### src/rtl/sfd_pkg.sv
// Package: shared state type and opcode-class helper for the script fetch decoder.
// Assumes the instruction class sits in the top two bits of the opcode.
package sfd_pkg;

    localparam int CLS_W = 2;

    typedef enum logic [2:0] {
        ST_IDLE  = 3'd0,
        ST_WORD0 = 3'd1,
        ST_WORD1 = 3'd2,
        ST_WORD2 = 3'd3,
        ST_HOLD  = 3'd4
    } fetch_state_t;

    // True when the class bits select the three-word (memory-move) class.
    function automatic logic is_mem_move(input logic [CLS_W-1:0] cls_bits,
                                         input logic [CLS_W-1:0] mm_code);
        return cls_bits == mm_code;
    endfunction

endpackage

### src/rtl/sfd_fsm.sv
// Fetch controller: steps through the instruction words, one request per word,
// and holds the result until the execution unit accepts it.
// Assumes mem_ack is honoured only while a request is raised.
module sfd_fsm
    import sfd_pkg::*;
(
    input  logic clk,
    input  logic rst_n,
    input  logic host_ptr_we,
    input  logic mem_ack,
    input  logic ins_ready,
    input  logic three_word,
    output logic ptr_load,
    output logic ld_w0,
    output logic ld_w1,
    output logic ld_w2,
    output logic mem_req,
    output logic ins_valid
);

    fetch_state_t state_q, state_d;

    // Word-state outputs and load strobes.
    always_comb begin
        mem_req   = (state_q == ST_WORD0) || (state_q == ST_WORD1) || (state_q == ST_WORD2);
        ins_valid = (state_q == ST_HOLD);
        ptr_load  = (state_q == ST_IDLE) && host_ptr_we;
        ld_w0     = (state_q == ST_WORD0) && mem_ack;
        ld_w1     = (state_q == ST_WORD1) && mem_ack;
        ld_w2     = (state_q == ST_WORD2) && mem_ack;
    end

    // Next-state selection.
    always_comb begin
        state_d = state_q;
        case (state_q)
            ST_IDLE:  if (host_ptr_we) state_d = ST_WORD0;
            ST_WORD0: if (mem_ack)     state_d = ST_WORD1;
            ST_WORD1: if (mem_ack)     state_d = three_word ? ST_WORD2 : ST_HOLD;
            ST_WORD2: if (mem_ack)     state_d = ST_HOLD;
            ST_HOLD:  if (ins_ready)   state_d = ST_WORD0;
            default:                   state_d = ST_IDLE;
        endcase
    end

    // State register with synchronous active-low reset.
    always_ff @(posedge clk) begin
        if (!rst_n) state_q <= ST_IDLE;
        else        state_q <= state_d;
    end

endmodule

### src/rtl/sfd_ptr.sv
// Script pointer: loaded by the host, advanced one word per fetched word.
// Assumes load and step never occur in the same cycle (controller guarantees).
module sfd_ptr #(
    parameter int ADDR_W = 32,
    parameter int WORD_W = 32
) (
    input  logic              clk,
    input  logic              rst_n,
    input  logic              ptr_load,
    input  logic              ptr_step,
    input  logic [ADDR_W-1:0] load_value,
    output logic [ADDR_W-1:0] ptr
);

    localparam logic [ADDR_W-1:0] STEP = ADDR_W'(WORD_W / 8);

    // Pointer register update.
    always_ff @(posedge clk) begin
        if (!rst_n)        ptr <= '0;
        else if (ptr_load) ptr <= load_value;
        else if (ptr_step) ptr <= ptr + STEP;
    end

endmodule

### src/rtl/sfd_regs.sv
// Instruction registers: splits word 0 into opcode and count, keeps word 1 as
// the operand and word 2 as the extra operand; reports the opcode class.
// Assumes the strobes come one per cycle in word order.
module sfd_regs
    import sfd_pkg::*;
#(
    parameter int              WORD_W   = 32,
    parameter int              OPC_W    = 8,
    parameter logic [CLS_W-1:0] MM_CLASS = 2'b11
) (
    input  logic                    clk,
    input  logic                    rst_n,
    input  logic                    ld_w0,
    input  logic                    ld_w1,
    input  logic                    ld_w2,
    input  logic [WORD_W-1:0]       rdata,
    output logic [OPC_W-1:0]        opcode,
    output logic [WORD_W-OPC_W-1:0] count,
    output logic [WORD_W-1:0]       operand,
    output logic [WORD_W-1:0]       extra,
    output logic                    three_word
);

    localparam int CNT_W = WORD_W - OPC_W;

    // Command word split into opcode and byte count.
    always_ff @(posedge clk) begin
        if (!rst_n) begin
            opcode <= '0;
            count  <= '0;
        end else if (ld_w0) begin
            opcode <= rdata[WORD_W-1 -: OPC_W];
            count  <= rdata[CNT_W-1:0];
        end
    end

    // Address operand from the second word.
    always_ff @(posedge clk) begin
        if (!rst_n)     operand <= '0;
        else if (ld_w1) operand <= rdata;
    end

    // Extra operand: cleared at each new instruction, filled by a third word.
    always_ff @(posedge clk) begin
        if (!rst_n)     extra <= '0;
        else if (ld_w0) extra <= '0;
        else if (ld_w2) extra <= rdata;
    end

    // Class decode from the top opcode bits.
    always_comb three_word = is_mem_move(opcode[OPC_W-1 -: CLS_W], MM_CLASS);

endmodule

### src/rtl/script_fetch_decoder.sv
// Top: fetches two- or three-word script instructions from a word read port,
// decodes them and offers them on a valid/ready interface.
// Assumes one word per acknowledge and a host write only while idle matters.
module script_fetch_decoder #(
    parameter int ADDR_W = 32,
    parameter int WORD_W = 32,
    parameter int OPC_W  = 8
) (
    input  logic                    clk,
    input  logic                    rst_n,
    input  logic                    host_ptr_we,
    input  logic [ADDR_W-1:0]       host_ptr_wdata,
    output logic                    mem_req,
    output logic [ADDR_W-1:0]       mem_addr,
    input  logic                    mem_ack,
    input  logic [WORD_W-1:0]       mem_rdata,
    output logic                    ins_valid,
    input  logic                    ins_ready,
    output logic [OPC_W-1:0]        ins_opcode,
    output logic [WORD_W-OPC_W-1:0] ins_count,
    output logic [WORD_W-1:0]       ins_operand,
    output logic [WORD_W-1:0]       ins_extra,
    output logic                    ins_three_word,
    output logic [ADDR_W-1:0]       script_ptr
);

    logic ptr_load, ld_w0, ld_w1, ld_w2, ptr_step;

    // Any accepted word advances the pointer.
    always_comb ptr_step = ld_w0 | ld_w1 | ld_w2;

    // Requests always target the pointer.
    always_comb mem_addr = script_ptr;

    sfd_fsm u_fsm (
        .clk        (clk),
        .rst_n      (rst_n),
        .host_ptr_we(host_ptr_we),
        .mem_ack    (mem_ack),
        .ins_ready  (ins_ready),
        .three_word (ins_three_word),
        .ptr_load   (ptr_load),
        .ld_w0      (ld_w0),
        .ld_w1      (ld_w1),
        .ld_w2      (ld_w2),
        .mem_req    (mem_req),
        .ins_valid  (ins_valid)
    );

    sfd_ptr #(.ADDR_W(ADDR_W), .WORD_W(WORD_W)) u_ptr (
        .clk       (clk),
        .rst_n     (rst_n),
        .ptr_load  (ptr_load),
        .ptr_step  (ptr_step),
        .load_value(host_ptr_wdata),
        .ptr       (script_ptr)
    );

    sfd_regs #(.WORD_W(WORD_W), .OPC_W(OPC_W)) u_regs (
        .clk       (clk),
        .rst_n     (rst_n),
        .ld_w0     (ld_w0),
        .ld_w1     (ld_w1),
        .ld_w2     (ld_w2),
        .rdata     (mem_rdata),
        .opcode    (ins_opcode),
        .count     (ins_count),
        .operand   (ins_operand),
        .extra     (ins_extra),
        .three_word(ins_three_word)
    );

endmodule

### config.mk
export PLATFORM = sky130hd
export DESIGN_NAME = script_fetch_decoder
export DESIGN_NICKNAME = d
export VERILOG_FILES = /design/src/rtl/sfd_pkg.sv /design/src/rtl/sfd_fsm.sv /design/src/rtl/sfd_ptr.sv /design/src/rtl/sfd_regs.sv /design/src/rtl/script_fetch_decoder.sv
export SDC_FILE = /design/constraint.sdc
export NUM_CORES = 1
export LEC_CHECK = 0
export ABC_AREA = 1
export ABC_CLOCK_PERIOD_IN_PS = 1600
export BUFFER_PORTS_ARGS = -buffer_cell sky130_fd_sc_hd__buf_2
export CAP_MARGIN = 15
export CELL_PAD_IN_SITES_DETAIL_PLACEMENT = 1
export CELL_PAD_IN_SITES_GLOBAL_PLACEMENT = 2
export CORE_ASPECT_RATIO = 0.75
export CORE_MARGIN = 2
export CORE_UTILIZATION = 25
export DETAILED_ROUTE_END_ITERATION = 6
export GPL_ROUTABILITY_DRIVEN = 0
export HOLD_SLACK_MARGIN = 0.06
export PLACE_DENSITY = 0.83
export SLEW_MARGIN = 20
export SYNTH_ARGS = -nofsm -noshare
export SYNTH_HDL_FRONTEND = slang
export SYNTH_SLANG_ARGS = --single-unit
export TNS_END_PERCENT = 100
### constraint.sdc
create_clock -name clk -period 1.6 [get_ports clk]
set_input_delay 0.24 -clock clk [delete_from_list [all_inputs] [get_ports clk]]
set_output_delay 0.24 -clock clk [all_outputs]
set_load 0.005 [all_outputs]
==> insert_results.sql, run 1 <==
INSERT INTO impl_metrics (metric_group, metric, value, unit) VALUES
('sta', 'hold_slack', '0.0709', 'ns'),
('detailed_routing', 'route.vias.total', '6691', ''),
('global_routing', 'initial_antenna_violation_count', '1', ''),
('final_layout', 'final_core_util', '36.2', '%'),
('logic_synthesis', 'yosys.cell_types.count', '31', ''),
('cts', 'cts_root_buf', 'clkbuf_16', ''),
('global_routing', 'grt-ovfl-total', '0', ''),
('global_routing', 'gr-max-usage-layer', 'met2', ''),
('status', 'run_status', 'completed', ''),
('floorplanning', 'start_util', '25.4', '%'),
('detailed_routing', 'dr.first_iter.drc_count', '235', ''),
('pwr', 'p_per_area', '1640', 'nW/um^2'),
('setup_path', 'critPathMaxFanout', '5', ''),
('floorplanning', 'die_area', '25500', 'sq um'),
('min_path', 'min-delay-path-class', 'in2reg', ''),
('pwr', 'static_leakage', '4.12', 'nW'),
('logic_synthesis', 'postSynthCellCount', '890', ''),
('detailed_routing', 'wirelength', '24900', 'um'),
('setup_path', 'crit_path_end_kind', 'flip-flop', ''),
('detailed_routing', 'drcViolationCount', '0', ''),
('sta', 'unrepaired_setup_endpoints_after_global_routing', 'yes', ''),
('final_layout', 'fraction_of_final_layout_cells_sized_beyond_drive_strength_1', '33.9', '%'),
('sta', 'fin_crit_sh', '97.4', '%'),
('logic_synthesis', 'asyncSetResetFlopFracSynth', '0', '%'),
('cts', 'cts_inserted_buffers', '17', ''),
('cts', 'cts_tree', 'yes', ''),
('global_routing', 'grt_util_met3', '5.54', '%'),
('global_routing', 'grt_usage', '18.7', '%'),
('logic_synthesis', 'synthesis.area_per_instance', '6.80', 'sq um'),
('pwr', 'vdd_ir_drop_max', '0.681', 'mV'),
('detailed_routing', 'antenna_violating_nets_post_route', '0', ''),
('final_layout', 'layout.nets', '1214', ''),
('global_routing', 'grt_max_degree', '37', ''),
('setup_path', 'critPathArrivalTime', '1.88', 'ns'),
('floorplanning', 'die-height', '139', 'um'),
('logic_synthesis', 'post_synthesis_register_bit_count', '131', ''),
('sta', 'finalClockSkew', '0.0174', 'ns'),
('floorplanning', 'boundaryPins', '232', ''),
('global_routing', 'first_pass_grt_wire_length', '37000', 'um'),
('logic_synthesis', 'synth_top_flop_cell', 'dfxtp_1', ''),
('logic_synthesis', 'synth_common_cells', 'nand2_1, nor2_1, dfxtp_1', ''),
('sta', 'slew_headroom', '76.0', '%'),
('placed_design', 'placement.cell_area', '7700', 'sq um'),
('logic_synthesis', 'synth.most_common_cell', 'nand2_1', ''),
('sta', 'setup_violations', '0', ''),
('logic_synthesis', 'synth-edff-count', '0', ''),
('detailed_routing', 'dr.pass1.iters', '6', ''),
('placed_design', 'place_hpwl', '17900', 'um'),
('run', 'drv_cap', '0', ''),
('sta', 'fmax', '0.642', 'GHz'),
('final_layout', 'final_cell_area', '8640', 'sq um'),
('setup_path', 'reg2reg_depth', '11', ''),
('logic_synthesis', 'postSynthNetCount', '960', ''),
('sta', 'final.min_clock_period', '1.56', 'ns'),
('cts', 'insertion_delay', '0.43', 'ns'),
('logic_synthesis', 'synth_top_area_share', '43.3', '%'),
('final_layout', 'area_growth_syn_to_layout', '42.7', '%'),
('cts', 'tritoncts_num_sinks', '131', ''),
('setup_path', 'crit_path_start_kind', 'flip-flop', ''),
('sta', 'final-hold-violation-count', '0', ''),
('floorplanning', 'placement_rows', '49', ''),
('min_path', 'holdPathStages', '3', ''),
('sta', 'worst_slew_pin_slew', '0.360', 'ns'),
('setup_path', 'wp_data_required', '1.92', 'ns'),
('logic_synthesis', 'synthTopCellsByArea', 'dfxtp_1, nand2_1, nor2_1', ''),
('detailed_routing', 'routed_via_density', '4.57', ''),
('logic_synthesis', 'synth_largest_area_cell', 'dfxtp_1', ''),
('floorplanning', 'die_width', '184', 'um'),
('cts', 'cts.reportedPaths.clkPinSlew', '0.08', 'ns'),
('detailed_routing', 'routedWlPerCell', '17.0', 'um'),
('cts', 'clockBufferDepth', '2', ''),
('floorplanning', 'core', '23800', 'sq um'),
('logic_synthesis', 'syn-cell-area', '6050', 'sq um'),
('cts', 'cts.htree.levels', '4', ''),
('setup_path', 'worstSetupPathType', 'reg2reg', ''),
('global_routing', 'grtUsageMet1', '24.9', '%'),
('sta', 'timing.final.max_slew_violations', '0', ''),
('global_routing', 'first_global_vias', '6584', ''),
('global_routing', 'met2_usage', '29.9', '%'),
('placed_design', 'numPortBuffers', '231', ''),
('logic_synthesis', 'ys_seq_area_share', '43.3', '%'),
('logic_synthesis', 'synth_warnings', '0', '');
cell families after synthesis:
kind of cell,share of synthesized area (%)
flops,43.3
buf+inv,11.8
fa+ha+maj,0.207
simple gates,31.5
compound gates,13.2
timing repair:
action,in CTS,in global routing
endpoints found under the hold margin,1,0
pin swaps,3,7
resized for setup,4,47
setup buffers,1,10
endpoints found under the setup margin,14,125
cloned,0,3
hold buffers,1,0
worst max-delay path, cell delays in order, from the launching register on:
cell	delay [ns]
dfxtp_2	0.34
ha_2	0.19
nand2_2	0.08
nor2_4	0.19
nand2_2	0.10
nor2_1	0.12
buf_4	0.14
nand2_1	0.05
nand2_1	0.06
nand3_1	0.07
nand2_1	0.08
a21oi_2	0.05
per-layer routing:
metal  vias to the layer above  routed length [um]
li1                       3312                   -
met1                      3214               11700
met2                       151               11400
met3                        14                1630
met4                         0                 174
met5                         -                   0
report_power, final:
part           total [W]  switching (W)  internal (W)  leakage, nW
registers        0.00450       0.000534       0.00397         1.07
logic            0.00539        0.00312       0.00227         2.74
clock network    0.00426        0.00185       0.00241        0.310
path summary, 6_finish.rpt:
kind / from / to / slack (ns)
max: u_ptr.ptr[3]$_SDFFE_PN0P_ / u_ptr.ptr[22]$_SDFFE_PN0P_ / 0.04
min: mem_rdata[27] / u_regs.opcode[3]$_SDFFE_PN0P_ / 0.07
min reg2reg: u_regs.extra[16]$_SDFFE_PP0P_ / u_regs.extra[16]$_SDFFE_PP0P_ / 0.46
max reg2reg: u_ptr.ptr[3]$_SDFFE_PN0P_ / u_ptr.ptr[22]$_SDFFE_PN0P_ / 0.04
placed cells by master, fill, tap and decap left out, drive strengths merged:
master / n
diode: 1
nand3b: 2
nor3: 5
nand3: 55
a211oi: 4
o21ai: 86
clkbuf: 19
a31oi: 5
nand2: 216
bufinv: 2
o211ai: 4
ha: 1
a21oi: 51
nand4: 1
dlygate4sd3: 1
nor2: 188
buf: 305
o21bai: 1
dfxtp: 131
inv: 69
clkinv: 8
o31ai: 2
and2: 1
per-stage QoR:
| stage | setup WS [ns] | TNS (ns) | cells | power [W] |
|---|---|---|---|---|
| floorplan | 0.105 | 0 | 890 | 0.00729 |
| global placement | 0.0115 | 0 | 1416 | 0.00940 |
| detailed placement | -0.0518 | -0.216 | 1416 | 0.00951 |
| CTS | 0.00144 | 0 | 1450 | 0.0139 |
| global route | -0.0484 | -0.565 | 1463 | 0.0151 |
| finish | 0.0414 | 0 | 1464 | 0.0142 |
sequential cells by signal (all words and copies together) (netlist names):
register and count:
u_ptr.ptr 32, u_regs.extra 32, u_regs.operand 32, u_regs.count 24, u_regs.opcode 8, u_fsm.state_q 3
final cells by class:
cell class / count / area, sq um
Fill cell: 3047 / 15200
Multi-Input combinational cell: 622 / 2850
Sequential cell: 131 / 2630
Timing Repair Buffer: 308 / 1890
Clock buffer: 17 / 425
Tap cell: 306 / 383
Inverter: 64 / 250
Clock inverter: 15 / 204
Antenna cell: 1 / 2.50
Power figures use the tool's default switching activity.
==> run 2, diff against run 1 <==
--- a/config.mk
+++ b/config.mk
@@ -5,7 +5,7 @@
 export SDC_FILE = /design/constraint.sdc
 export NUM_CORES = 1
 export LEC_CHECK = 0
-export ABC_AREA = 1
+export ABC_AREA = 0
 export ABC_CLOCK_PERIOD_IN_PS = 1600
 export BUFFER_PORTS_ARGS = -buffer_cell sky130_fd_sc_hd__buf_2
 export CAP_MARGIN = 15
@@ -17,7 +17,7 @@
 export DETAILED_ROUTE_END_ITERATION = 6
 export GPL_ROUTABILITY_DRIVEN = 0
 export HOLD_SLACK_MARGIN = 0.06
-export PLACE_DENSITY = 0.83
+export PLACE_DENSITY = 0.82
 export SLEW_MARGIN = 20
 export SYNTH_ARGS = -nofsm -noshare
 export SYNTH_HDL_FRONTEND = slang
==> insert_results.sql, run 2 <==
INSERT INTO impl_metrics (metric_group, metric, value, unit) VALUES
('status', 'failing_checks', 'setup timing', ''),
('final_layout', 'insertedDiodeCount', '0', ''),
('cts', 'cts.reportedPaths.clkPinSlew', '0.06', 'ns'),
('sta', 'setup_ws', '-0.466', 'ns'),
('detailed_routing', 'wirelength', '23700', 'um'),
('sta', 'slew_headroom', '75.8', '%'),
('sta', 'final.min_clock_period', '2.07', 'ns'),
('sta', 'fmax', '0.484', 'GHz'),
('final_layout', 'fraction_of_final_layout_cells_sized_beyond_drive_strength_1', '52.8', '%'),
('placed_design', 'placement.cell_area', '7330', 'sq um'),
('final_layout', 'layout_fillers', '2515', ''),
('cts', 'insertion_delay', '0.42', 'ns'),
('sta', 'final-hold-violation-count', '0', ''),
('setup_path', 'crit_path_start_kind', 'flip-flop', ''),
('cts', 'cts_inserted_buffers', '17', ''),
('detailed_routing', 'drcViolationCount', '0', ''),
('pwr', 'p_per_area', '1010', 'nW/um^2'),
('cts', 'cts.htree.levels', '4', ''),
('floorplanning', 'die_area', '23000', 'sq um'),
('final_layout', 'multi_input_area', '3170', 'sq um'),
('logic_synthesis', 'asyncSetResetFlopFracSynth', '0', '%'),
('cts', 'clockBufferDepth', '2', ''),
('logic_synthesis', 'synth_top_area_share', '48.2', '%'),
('floorplanning', 'die-height', '132', 'um'),
('setup_path', 'critPathMaxFanout', '4', ''),
('global_routing', 'first_pass_grt_wire_length', '34300', 'um'),
('final_layout', 'area_growth_syn_to_layout', '68.1', '%'),
('logic_synthesis', 'ys_seq_area_share', '48.2', '%'),
('setup_path', 'wp_data_required', '1.95', 'ns'),
('final_layout', 'largest_regs', 'u_ptr.ptr (32), u_regs.extra (32), u_regs.operand (32)', ''),
('global_routing', 'grt_max_degree', '56', ''),
('logic_synthesis', 'synth_top_flop_cell', 'dfxtp_1', ''),
('sta', 'worst_slew_pin_slew', '0.363', 'ns'),
('sta', 'unrepaired_setup_endpoints_after_global_routing', 'yes', ''),
('sta', 'timing.final.max_slew_violations', '0', ''),
('pwr', 'vdd_ir_drop_max', '0.575', 'mV'),
('final_layout', 'layout_commonest_cell', 'buf_2', ''),
('detailed_routing', 'routed_via_density', '4.68', ''),
('logic_synthesis', 'synth-edff-count', '0', ''),
('final_layout', 'layout.nets', '1052', ''),
('global_routing', 'grt_usage', '18.8', '%'),
('global_routing', 'grt-ovfl-total', '0', ''),
('logic_synthesis', 'synth_warnings', '0', ''),
('logic_synthesis', 'postSynthCellCount', '697', ''),
('detailed_routing', 'routedWlPerCell', '18.5', 'um'),
('sta', 'setup_violations', '55', ''),
('detailed_routing', 'dr.first_iter.drc_count', '282', ''),
('status', 'run_status', 'complete, but fails checks', ''),
('floorplanning', 'core', '21200', 'sq um'),
('logic_synthesis', 'synth_largest_area_cell', 'dfxtp_1', ''),
('logic_synthesis', 'postSynthNetCount', '767', ''),
('setup_path', 'worstSetupPathType', 'reg2reg', ''),
('detailed_routing', 'met2RoutedLength', '10600', 'um'),
('placed_design', 'place_hpwl', '15100', 'um'),
('logic_synthesis', 'yosys.cell_types.count', '49', ''),
('detailed_routing', 'maxUsedRoutingLayer', 'met5', ''),
('global_routing', 'first_global_vias', '6044', ''),
('floorplanning', 'die_width', '174', 'um'),
('logic_synthesis', 'synthTopCellsByArea', 'dfxtp_1, nand2_1, a21oi_1', ''),
('logic_synthesis', 'synth_common_cells', 'nand2_1, dfxtp_1, a21oi_1', ''),
('setup_path', 'crit_path_end_kind', 'flip-flop', ''),
('sta', 'finalClockSkew', '0.00794', 'ns'),
('detailed_routing', 'antenna_violating_nets_post_route', '0', ''),
('logic_synthesis', 'synthesis.area_per_instance', '7.80', 'sq um'),
('logic_synthesis', 'syn-cell-area', '5440', 'sq um'),
('placed_design', 'numPortBuffers', '231', ''),
('min_path', 'min-delay-path-class', 'in2reg', ''),
('detailed_routing', 'dr.pass1.iters', '4', ''),
('logic_synthesis', 'synth.most_common_cell', 'nand2_1', ''),
('cts', 'cts_root_buf', 'clkbuf_16', ''),
('final_layout', 'final_cell_area', '9140', 'sq um'),
('final_layout', 'stdcell_count', '1283', ''),
('cts', 'cts_tree', 'yes', ''),
('final_layout', 'area_occupied_by_registers', '2650', 'sq um'),
('floorplanning', 'start_util', '25.6', '%'),
('pwr', 'power.total', '0.00925', 'W'),
('detailed_routing', 'route.vias.total', '6003', ''),
('placed_design', 'dp_cells', '1219', ''),
('floorplanning', 'boundaryPins', '232', ''),
('cts', 'tritoncts_num_sinks', '131', ''),
('setup_path', 'critPathArrivalTime', '2.41', 'ns'),
('floorplanning', 'placement_rows', '46', ''),
('detailed_routing', 'routedLengthMet1', '11300', 'um'),
('pwr', 'static_leakage', '4.04', 'nW'),
('sta', 'hold_slack', '0.0807', 'ns'),
('logic_synthesis', 'post_synthesis_register_bit_count', '131', ''),
('run', 'drv_cap', '0', ''),
('final_layout', 'layout.cells.most_common_list', 'buf_2, nand2_1, dfxtp_1, a21oi_1, buf_4', ''),
('sta', 'fin_crit_sh', '129', '%'),
('global_routing', 'initial_antenna_violation_count', '1', ''),
('detailed_routing', 'wl_met3', '1630', 'um');
==> run 2: cell count changes in the layout (fill, tap and decap cells not counted), moves of 34 or more <==
cell and change:
nand2_1 -34, inv_1 -46, nand2_4 +43, nand3_1 -41
nor2_1 -155, o21ai_0 -74
==> run 2: what timing repair did <==
action	4_1_cts	5_1_grt
endpoints found under the setup margin	47	122
pin swaps	34	96
cloned	0	8
hold buffers	5	0
buffers inserted	13	11
endpoints found under the hold margin	5	0
gates resized for setup	57	165
==> run 2: cell type report <==
| type | count | area share (%) |
|---|---|---|
| clock buffer | 19 | 5.08 |
| inverter | 7 | 0.301 |
| sequential | 131 | 29.0 |
| timing repair buffer | 344 | 25.7 |
| tap | 288 | 3.94 |
| clock inverter | 13 | 1.36 |
| multi-input combinational | 481 | 34.7 |
==> run 2: path summary, 6_finish.rpt <==
kind / startpoint / end / slack (ns) / cells after the start
worst max-delay path: u_ptr.ptr[9]$_SDFFE_PN0P_ / u_ptr.ptr[31]$_SDFFE_PN0P_ / -0.47 / 5
worst min-delay path: host_ptr_wdata[23] / u_ptr.ptr[23]$_SDFFE_PN0P_ / 0.08 / 3
worst max register to register: u_ptr.ptr[9]$_SDFFE_PN0P_ / u_ptr.ptr[31]$_SDFFE_PN0P_ / -0.47 / 5
worst min register to register: u_regs.extra[3]$_SDFFE_PP0P_ / u_regs.extra[3]$_SDFFE_PP0P_ / 0.45 / 2
==> run 2: layer usage <==
metal	global-route usage (%)	vias up
li1	-	2896
met1	25.1	2935
met2	29.2	152
met3	6.68	18
met4	4.48	2
met5	0	-
==> run 2: critical path, cell delays in order, from the launching register on <==
cell,delay (ns)
dfxtp_2,0.34
nand3_2,0.08
or4_4,0.53
or4b_4,0.58
or3_1,0.33
a31oi_1,0.13
==> run 2: power breakdown <==
group | total (W) | switching [W] | internal [W]
logic | 0.00178 | 0.000956 | 0.000823
clock network | 0.00390 | 0.00161 | 0.00229
registers | 0.00357 | 0.000128 | 0.00344
==> run 2: per-stage QoR <==
stage	setup TNS, ns	utilization, %	setup slack (ns)
5_1_grt	-7.34	43.0	-0.522
6_report	-4.73	43.0	-0.466
3_3_place_gp	-3.91	34.5	-0.536
2_1_floorplan	-2.75	-	-0.584
4_1_cts	-3.11	39.0	-0.480
3_5_place_dp	-4.31	34.5	-0.552
==> run 2: logic make-up (layout without fill, tap and decap cells) <==
group	after synthesis	after routing	share of synthesized area (%)
AO/OA/AOI/OAI	153	153	15.8
XOR/XNOR	10	10	1.61
adder cells (fa/ha/maj)	1	1	0.230
buffers and inverters	85	383	8.22
flip-flops	131	131	48.2
multiplexers	6	6	1.22
AND/OR/NAND/NOR	311	311	24.7
